--- config.mk ---
export PLATFORM = sky130hd
export DESIGN_NAME = cmp_ctrl
export DESIGN_NICKNAME = d
export VERILOG_FILES = /design/src/rtl/cmp_ctrl_pkg.sv /design/src/rtl/cmp_ctrl_regs.sv /design/src/rtl/cmp_ctrl_sync.sv /design/src/rtl/cmp_ctrl_edge.sv /design/src/rtl/cmp_ctrl.sv
export SDC_FILE = /design/constraint.sdc
export NUM_CORES = 1
export LEC_CHECK = 0
export ABC_CLOCK_PERIOD_IN_PS = 2620
export CAP_MARGIN = 20
export CELL_PAD_IN_SITES_DETAIL_PLACEMENT = 0
export CELL_PAD_IN_SITES_GLOBAL_PLACEMENT = 1
export CORE_MARGIN = 4
export CORE_UTILIZATION = 31
export DETAILED_ROUTE_END_ITERATION = 8
export PLACE_DENSITY = 0.92
export SYNTH_ARGS = -nofsm -noshare
export SYNTH_HDL_FRONTEND = slang
export SYNTH_HIERARCHICAL = 1
export SYNTH_SLANG_ARGS = --single-unit
--- constraint.sdc ---
create_clock -name clk_i -period 2.62 [get_ports clk_i]
set_input_delay 0.524 -clock clk_i [delete_from_list [all_inputs] [get_ports clk_i]]
set_output_delay 0.524 -clock clk_i [all_outputs]
set_load 0.005 [all_outputs]
--- src/rtl/cmp_ctrl_pkg.sv ---
package cmp_ctrl_pkg;
  localparam int unsigned DATA_W   = 8;
  localparam int unsigned REF_W    = 3;
  localparam int unsigned BIT_EN   = 0;
  localparam int unsigned BIT_REF  = 1;
  localparam int unsigned BIT_OEN  = 4;
  localparam int unsigned BIT_ESEL = 5;
  localparam int unsigned BIT_IRQ  = 6;
  localparam int unsigned BIT_STAT = 7;

  typedef struct packed {
    logic             esel;
    logic             oen;
    logic [REF_W-1:0] ref_code;
    logic             en;
  } ctrl_t;
endpackage

--- src/rtl/cmp_ctrl_regs.sv ---
module cmp_ctrl_regs
  import cmp_ctrl_pkg::*;
(
  input  logic              clk_i,
  input  logic              rst_ni,
  input  logic              wr_en_i,
  input  logic [DATA_W-1:0] wdata_i,
  output ctrl_t             ctrl_o,
  output logic              clr_o
);
  logic unused_wdata;
  assign unused_wdata = wdata_i[BIT_STAT];

  always_ff @(posedge clk_i or negedge rst_ni) begin
    if (!rst_ni) begin
      ctrl_o <= '0;
    end else if (wr_en_i) begin
      ctrl_o.en       <= wdata_i[BIT_EN];
      ctrl_o.ref_code <= wdata_i[BIT_REF +: REF_W];
      ctrl_o.oen      <= wdata_i[BIT_OEN];
      ctrl_o.esel     <= wdata_i[BIT_ESEL];
    end
  end

  assign clr_o = wr_en_i & wdata_i[BIT_IRQ];
endmodule

--- src/rtl/cmp_ctrl_sync.sv ---
module cmp_ctrl_sync #(
  parameter int unsigned STAGES = 2
) (
  input  logic clk_i,
  input  logic rst_ni,
  input  logic en_i,
  input  logic raw_i,
  output logic smp_o,
  output logic vld_o
);
  logic [STAGES-1:0] smp_q;
  logic [STAGES-1:0] vld_q;

  // samples and their validity move together; disable flushes both
  always_ff @(posedge clk_i or negedge rst_ni) begin
    if (!rst_ni) begin
      smp_q <= '0;
      vld_q <= '0;
    end else if (!en_i) begin
      smp_q <= '0;
      vld_q <= '0;
    end else begin
      smp_q <= {smp_q[STAGES-2:0], raw_i};
      vld_q <= {vld_q[STAGES-2:0], 1'b1};
    end
  end

  assign smp_o = smp_q[STAGES-1] & en_i;
  assign vld_o = vld_q[STAGES-1] & en_i;
endmodule

--- src/rtl/cmp_ctrl_edge.sv ---
module cmp_ctrl_edge (
  input  logic clk_i,
  input  logic rst_ni,
  input  logic smp_i,
  input  logic vld_i,
  input  logic rise_i,
  input  logic clr_i,
  output logic flag_o
);
  logic prev_q;
  logic prev_vld_q;
  logic hit;

  always_ff @(posedge clk_i or negedge rst_ni) begin
    if (!rst_ni) begin
      prev_q     <= 1'b0;
      prev_vld_q <= 1'b0;
    end else begin
      prev_q     <= smp_i;
      prev_vld_q <= vld_i;
    end
  end

  assign hit = vld_i & prev_vld_q &
               (rise_i ? (smp_i & ~prev_q) : (~smp_i & prev_q));

  // set has priority over clear
  always_ff @(posedge clk_i or negedge rst_ni) begin
    if (!rst_ni)    flag_o <= 1'b0;
    else if (hit)   flag_o <= 1'b1;
    else if (clr_i) flag_o <= 1'b0;
  end
endmodule

--- src/rtl/cmp_ctrl.sv ---
module cmp_ctrl
  import cmp_ctrl_pkg::*;
#(
  parameter int unsigned SYNC_STAGES = 2
) (
  input  logic              clk_i,
  input  logic              rst_ni,
  input  logic              wr_en_i,
  input  logic [DATA_W-1:0] wdata_i,
  output logic [DATA_W-1:0] rdata_o,
  input  logic              cmp_raw_i,
  output logic              cmp_en_o,
  output logic              neg_sel_o,
  output logic              pos_sel_o,
  output logic [REF_W-1:0]  ref_sel_o,
  output logic              out_sel_o,
  output logic              out_data_o,
  output logic              irq_o
);
  ctrl_t ctrl;
  logic  clr;
  logic  smp;
  logic  vld;

  cmp_ctrl_regs u_regs (
    .clk_i   (clk_i),
    .rst_ni  (rst_ni),
    .wr_en_i (wr_en_i),
    .wdata_i (wdata_i),
    .ctrl_o  (ctrl),
    .clr_o   (clr)
  );

  cmp_ctrl_sync #(.STAGES(SYNC_STAGES)) u_sync (
    .clk_i  (clk_i),
    .rst_ni (rst_ni),
    .en_i   (ctrl.en),
    .raw_i  (cmp_raw_i),
    .smp_o  (smp),
    .vld_o  (vld)
  );

  cmp_ctrl_edge u_edge (
    .clk_i  (clk_i),
    .rst_ni (rst_ni),
    .smp_i  (smp),
    .vld_i  (vld),
    .rise_i (ctrl.esel),
    .clr_i  (clr),
    .flag_o (irq_o)
  );

  assign cmp_en_o   = ctrl.en;
  assign neg_sel_o  = ctrl.en;
  assign pos_sel_o  = ctrl.en & (ctrl.ref_code == '0);
  assign ref_sel_o  = ctrl.en ? ctrl.ref_code : '0;
  assign out_sel_o  = ctrl.en & ctrl.oen;
  assign out_data_o = out_sel_o & smp;

  always_comb begin
    rdata_o                      = '0;
    rdata_o[BIT_EN]              = ctrl.en;
    rdata_o[BIT_REF +: REF_W]    = ctrl.ref_code;
    rdata_o[BIT_OEN]             = ctrl.oen;
    rdata_o[BIT_ESEL]            = ctrl.esel;
    rdata_o[BIT_IRQ]             = irq_o;
    rdata_o[BIT_STAT]            = smp;
  end
endmodule

; ---- Yosys cells after proc, flatten, opt, wreduce, memory -nomap -nowiden
; Index checks and enable logic that the tools add are counted.
; W data, S select, Z words.
[classes]
bitwise_logic = 12
magnitude_cmp = 0
n_div = 0
reduce_logical = 2
n_mux = 6
add_sub_neg = 0
eq_ne = 0
n_shift = 0
mul = 0
[op_table]
columns = op, n
row1 = $and A1 B1 Y1, 10
row2 = $mux W2, 2
row3 = $logic_not A3 Y1, 1
row4 = $mux W1, 3
row5 = $mux W3, 1
row6 = $not A1 Y1, 2
row7 = $reduce_bool A2 Y1, 1
[totals]
elab_cells = 29
reg_bits = 13
ramBits = 0
input_bits = 12
latch_bits = 0
out_inout_bits = 17
n_memories = 0
romBits = 0

; ---- Depth between registers and ports, before layout
[depth]
depth_word = 6
depth_mapped = 4
mapped_depth_nobuf = 4

; ---- Modules after synthesis
; Netlist, hierarchy kept.
[modules_own_cells]
columns = mod, instances, seq_area_each_um2, cells_per_inst, area_per_inst_um2
row1 = cmp_ctrl_regs, 1, 150.1, 14, 259.0
row2 = cmp_ctrl_sync, 1, 100.1, 9, 131.4
row3 = cmp_ctrl_edge, 1, 75.1, 8, 106.4
row4 = cmp_ctrl, 1, 0.0, 10, 76.3

; ---- Least setup slack after synthesis
; OpenSTA, ideal clock, no wires.
[synth_path]
kind = register to output
startpoint = register u_regs/ctrl_o[0] in the netlist's numbering
endpoint = output out_data_o
slack_ns = 1.222
t_required_ns = 2.096
t_arrival_ns = 0.874
path_buffers = 0
path_stages_with_launch = 3
path_cell_list = dfrtp_1 -> and2_1 -> and3_1
[synth_between]
elab_chain_len = 2
elab_cells_between_ends = 3
classes_between = 3 x bitwise
[synth_rtl]
columns = element, line_no
row1 = from (decl), cmp_ctrl_regs.sv:8  ; output ctrl_t ctrl_o,
row2 = $and A1 B1 Y1, cmp_ctrl_sync.sv:28  ; assign smp_o = smp_q[STAGES-1] & en_i;
row3 = named net smp, cmp_ctrl.sv:22  ; logic smp;
row4 = $and A1 B1 Y1, cmp_ctrl.sv:58  ; assign out_data_o = out_sel_o & smp;
row5 = to (decl), cmp_ctrl.sv:17  ; output logic out_data_o,
; The timed path passes the listed nets, and every way through them passes these cells.

; ---- Worst setup path after layout
[layout_path]
startpoint = register u_regs/ctrl_o[0] in the netlist's numbering
endpoint = output out_data_o
[layout_between]
elab_chain_len = 2
elab_cells_between_ends = 3
classes_between = 3 x bitwise
[layout_rtl]
columns = element, line_no
row1 = $and A1 B1 Y1 (on tied branches), "cmp_ctrl.sv:57, cmp_ctrl_sync.sv:28"
row2 = $and A1 B1 Y1 (*), cmp_ctrl.sv:58
; Every way passes the cells marked *; elsewhere a longest branch is shown, timed or not.

==> flow_summary.json <==
{
  "status": "complete, no violations",
  "fin_nets": 80,
  "synth_cells": 41,
  "ir_drop_mv": 0.260,
  "insertion_delay_ns": 0.28,
  "die_x_um": 51.0,
  "initial_core_util": 0.328,
  "clock-root-buffer": "clkbuf_4",
  "final_common_cell": "clkdlybuf4s50_1",
  "dp_hpwl_um": 794,
  "cts_resized": 0,
  "holdPathStages": 1,
  "synth.distinct_cells": 13,
  "clock-sinks": 13,
  "cts_tree": "yes",
  "cts_setup_buffers": 0,
  "dp_cells": 88,
  "end_kind": "output pin",
  "drt-total-wl_um": 1090,
  "fin_worst_skew_ns": 0.00167,
  "rows": 15,
  "drive_gt1_frac": 0.194,
  "clockBufferDepth": 2,
  "grt_max_degree": 17,
  "critPathBufInv": 1,
  "period_needed_ns": 2.32,
  "crit_chain": "and2_1 -> and3_1 -> clkdlybuf4s50_1",
  "seq_area_frac_synth": 0.568,
  "cts-buffers-inserted": 3,
  "multi_input_area_um2": 203,
  "antenna_found_initial": 0,
  "crit_type": "reg -> out",
  "critPathLaunchType": "flip-flop",
  "fill_cells": 178,
  "dieArea_mm2": 0.00260,
  "syn_nets": 53,
  "final_hold_viol_count": 0,
  "ys_seq_elements": 13,
  "fin_hold_ws_ns": 0.458,
  "cp_top_family": "flip-flops",
  "diodes": 0,
  "post-route-period-util": 0.884,
  "drt_first_iter_violations": 5,
  "critPathMaxFanout": 16,
  "die_h_um": 51.0,
  "setup_ws_ns": 0.304,
  "worstPathArrival_ns": 1.79,
  "dp_slack_ns": 0.589,
  "gp_congestion": 0.581,
  "critPathSlowestCell": "dfrtp_1",
  "routedWlPerCell_um": 11.8,
  "numPortBuffers": 27,
  "setup_tns_ns": 0,
  "setup_viol": 0,
  "ios": 29,
  "ys_warn_count": 6,
  "postRouteAntennaNets": 0,
  "syn-mean-instance-area_um2": 14.0,
  "syn_area_um2": 573,
  "grt_pass1_vias": 409,
  "routed_via_density": 4.34,
  "areaGrowthSynthToFinish_pct": 50.2,
  "seqCellArea_um2": 325,
  "grt_util_all_layers": 0.0969,
  "reg2regPathDepth": 4,
  "grt_overflow": 0,
  "drcViolationCount": 0,
  "max_slew_margin": 0.615,
  "hold_buffers": 0,
  "cp_num_cells": 3,
  "finalInstanceArea_um2": 861,
  "hp-class": "reg -> reg",
  "rsz0062_at_grt": "false",
  "cp_data_required_time_ns": 2.10,
  "fmax_mhz": 432,
  "p_leak_uw": 0.000382,
  "p_per_area_mw_per_mm2": 523,
  "worst_pin_slew_ns": 0.575,
  "h-tree-depth": 1,
  "final_cells": 92,
  "core_area_mm2": 0.00175,
  "vias": 399,
  "layout_common_cells": "27 x clkdlybuf4s50_1, 13 x dfrtp_1, 9 x and2_1",
  "cap_viol_max_count": 0,
  "place_area_um2": 833,
  "cpPeakStageDelay_ns": 0.57,
  "clk_pin_slew_ns": 0.08,
  "ff2ff_setup_slack_ns": 1.22,
  "first_pass_iters": 3,
  "grt_pass1_wl_um": 1790,
  "drv_slew": 0
}
==> sequential cells by signal (all words and copies together), names as in the netlist <==
| name | flops |
|---|---|
| u_edge/prev_vld_q | 1 |
| u_regs/ctrl_o | 6 |
| u_edge/flag_o | 1 |
| u_sync/smp_q | 2 |
| u_sync/vld_q | 2 |
| u_edge/prev_q | 1 |
==> final cells by class <==
cell class | instances | share of cell area
multi-input cells | 22 | 0.235
well taps | 25 | 0.0363
clock inverters | 1 | 0.00581
repair buffers | 27 | 0.314
flip-flops and latches | 13 | 0.378
inverters | 1 | 0.00436
clock buffers | 3 | 0.0262
==> power breakdown <==
part	switching (uW)	internal, uW	total, uW
logic	24.7	68.2	92.9
registers	15.1	217	232
clock network	68.7	56.7	125
==> kinds of logic after synthesis <==
| group | synth area share |
|---|---|
| flops | 0.568 |
| buf+inv | 0.0786 |
| mux | 0.157 |
| compound gates | 0.0306 |
| simple gates | 0.166 |
==> path summary, 6_finish.rpt <==
path / from / to
max in group asynchronous: rst_ni / u_sync/smp_q[0]
worst max-delay path: u_regs/ctrl_o[0] / out_data_o
min in group asynchronous: rst_ni / u_edge/flag_o
worst min-delay path: u_sync/vld_q[0] / u_sync/vld_q[1]
worst max register to register: u_regs/ctrl_o[0] / u_edge/flag_o
worst min register to register: u_sync/vld_q[0] / u_sync/vld_q[1]
==> per-stage QoR <==
step	utilization	total power, uW
after floorplan	-	272
after global placement	0.477	329
after detailed placement	0.477	331
after CTS	0.493	462
after global routing	0.493	476
final	0.493	450
==> cell usage after synthesis <==
library cell | instances | area share
o22ai_1 | 1 | 0.011
buf_4 | 4 | 0.052
and2_1 | 9 | 0.098
inv_1 | 1 | 0.0065
nand2_1 | 1 | 0.0065
mux2_4 | 6 | 0.16
and2_2 | 1 | 0.013
and3_1 | 1 | 0.011
buf_6 | 1 | 0.020
a32o_2 | 1 | 0.020
nor4b_2 | 1 | 0.026
dfrtp_1 | 13 | 0.57
nand2b_1 | 1 | 0.011
==> layer usage <==
metal / routed length, um / part of all wire / GRT usage / vias to the layer above
met5: 0 / 0 / 0 / -
met3: 139 / 0.13 / 0.0641 / 2
li1: - / - / - / 183
met1: 428 / 0.39 / 0.110 / 191
met2: 505 / 0.46 / 0.142 / 23
met4: 14 / 0.013 / 0.0404 / 0
Power figures use the tool's default switching activity.
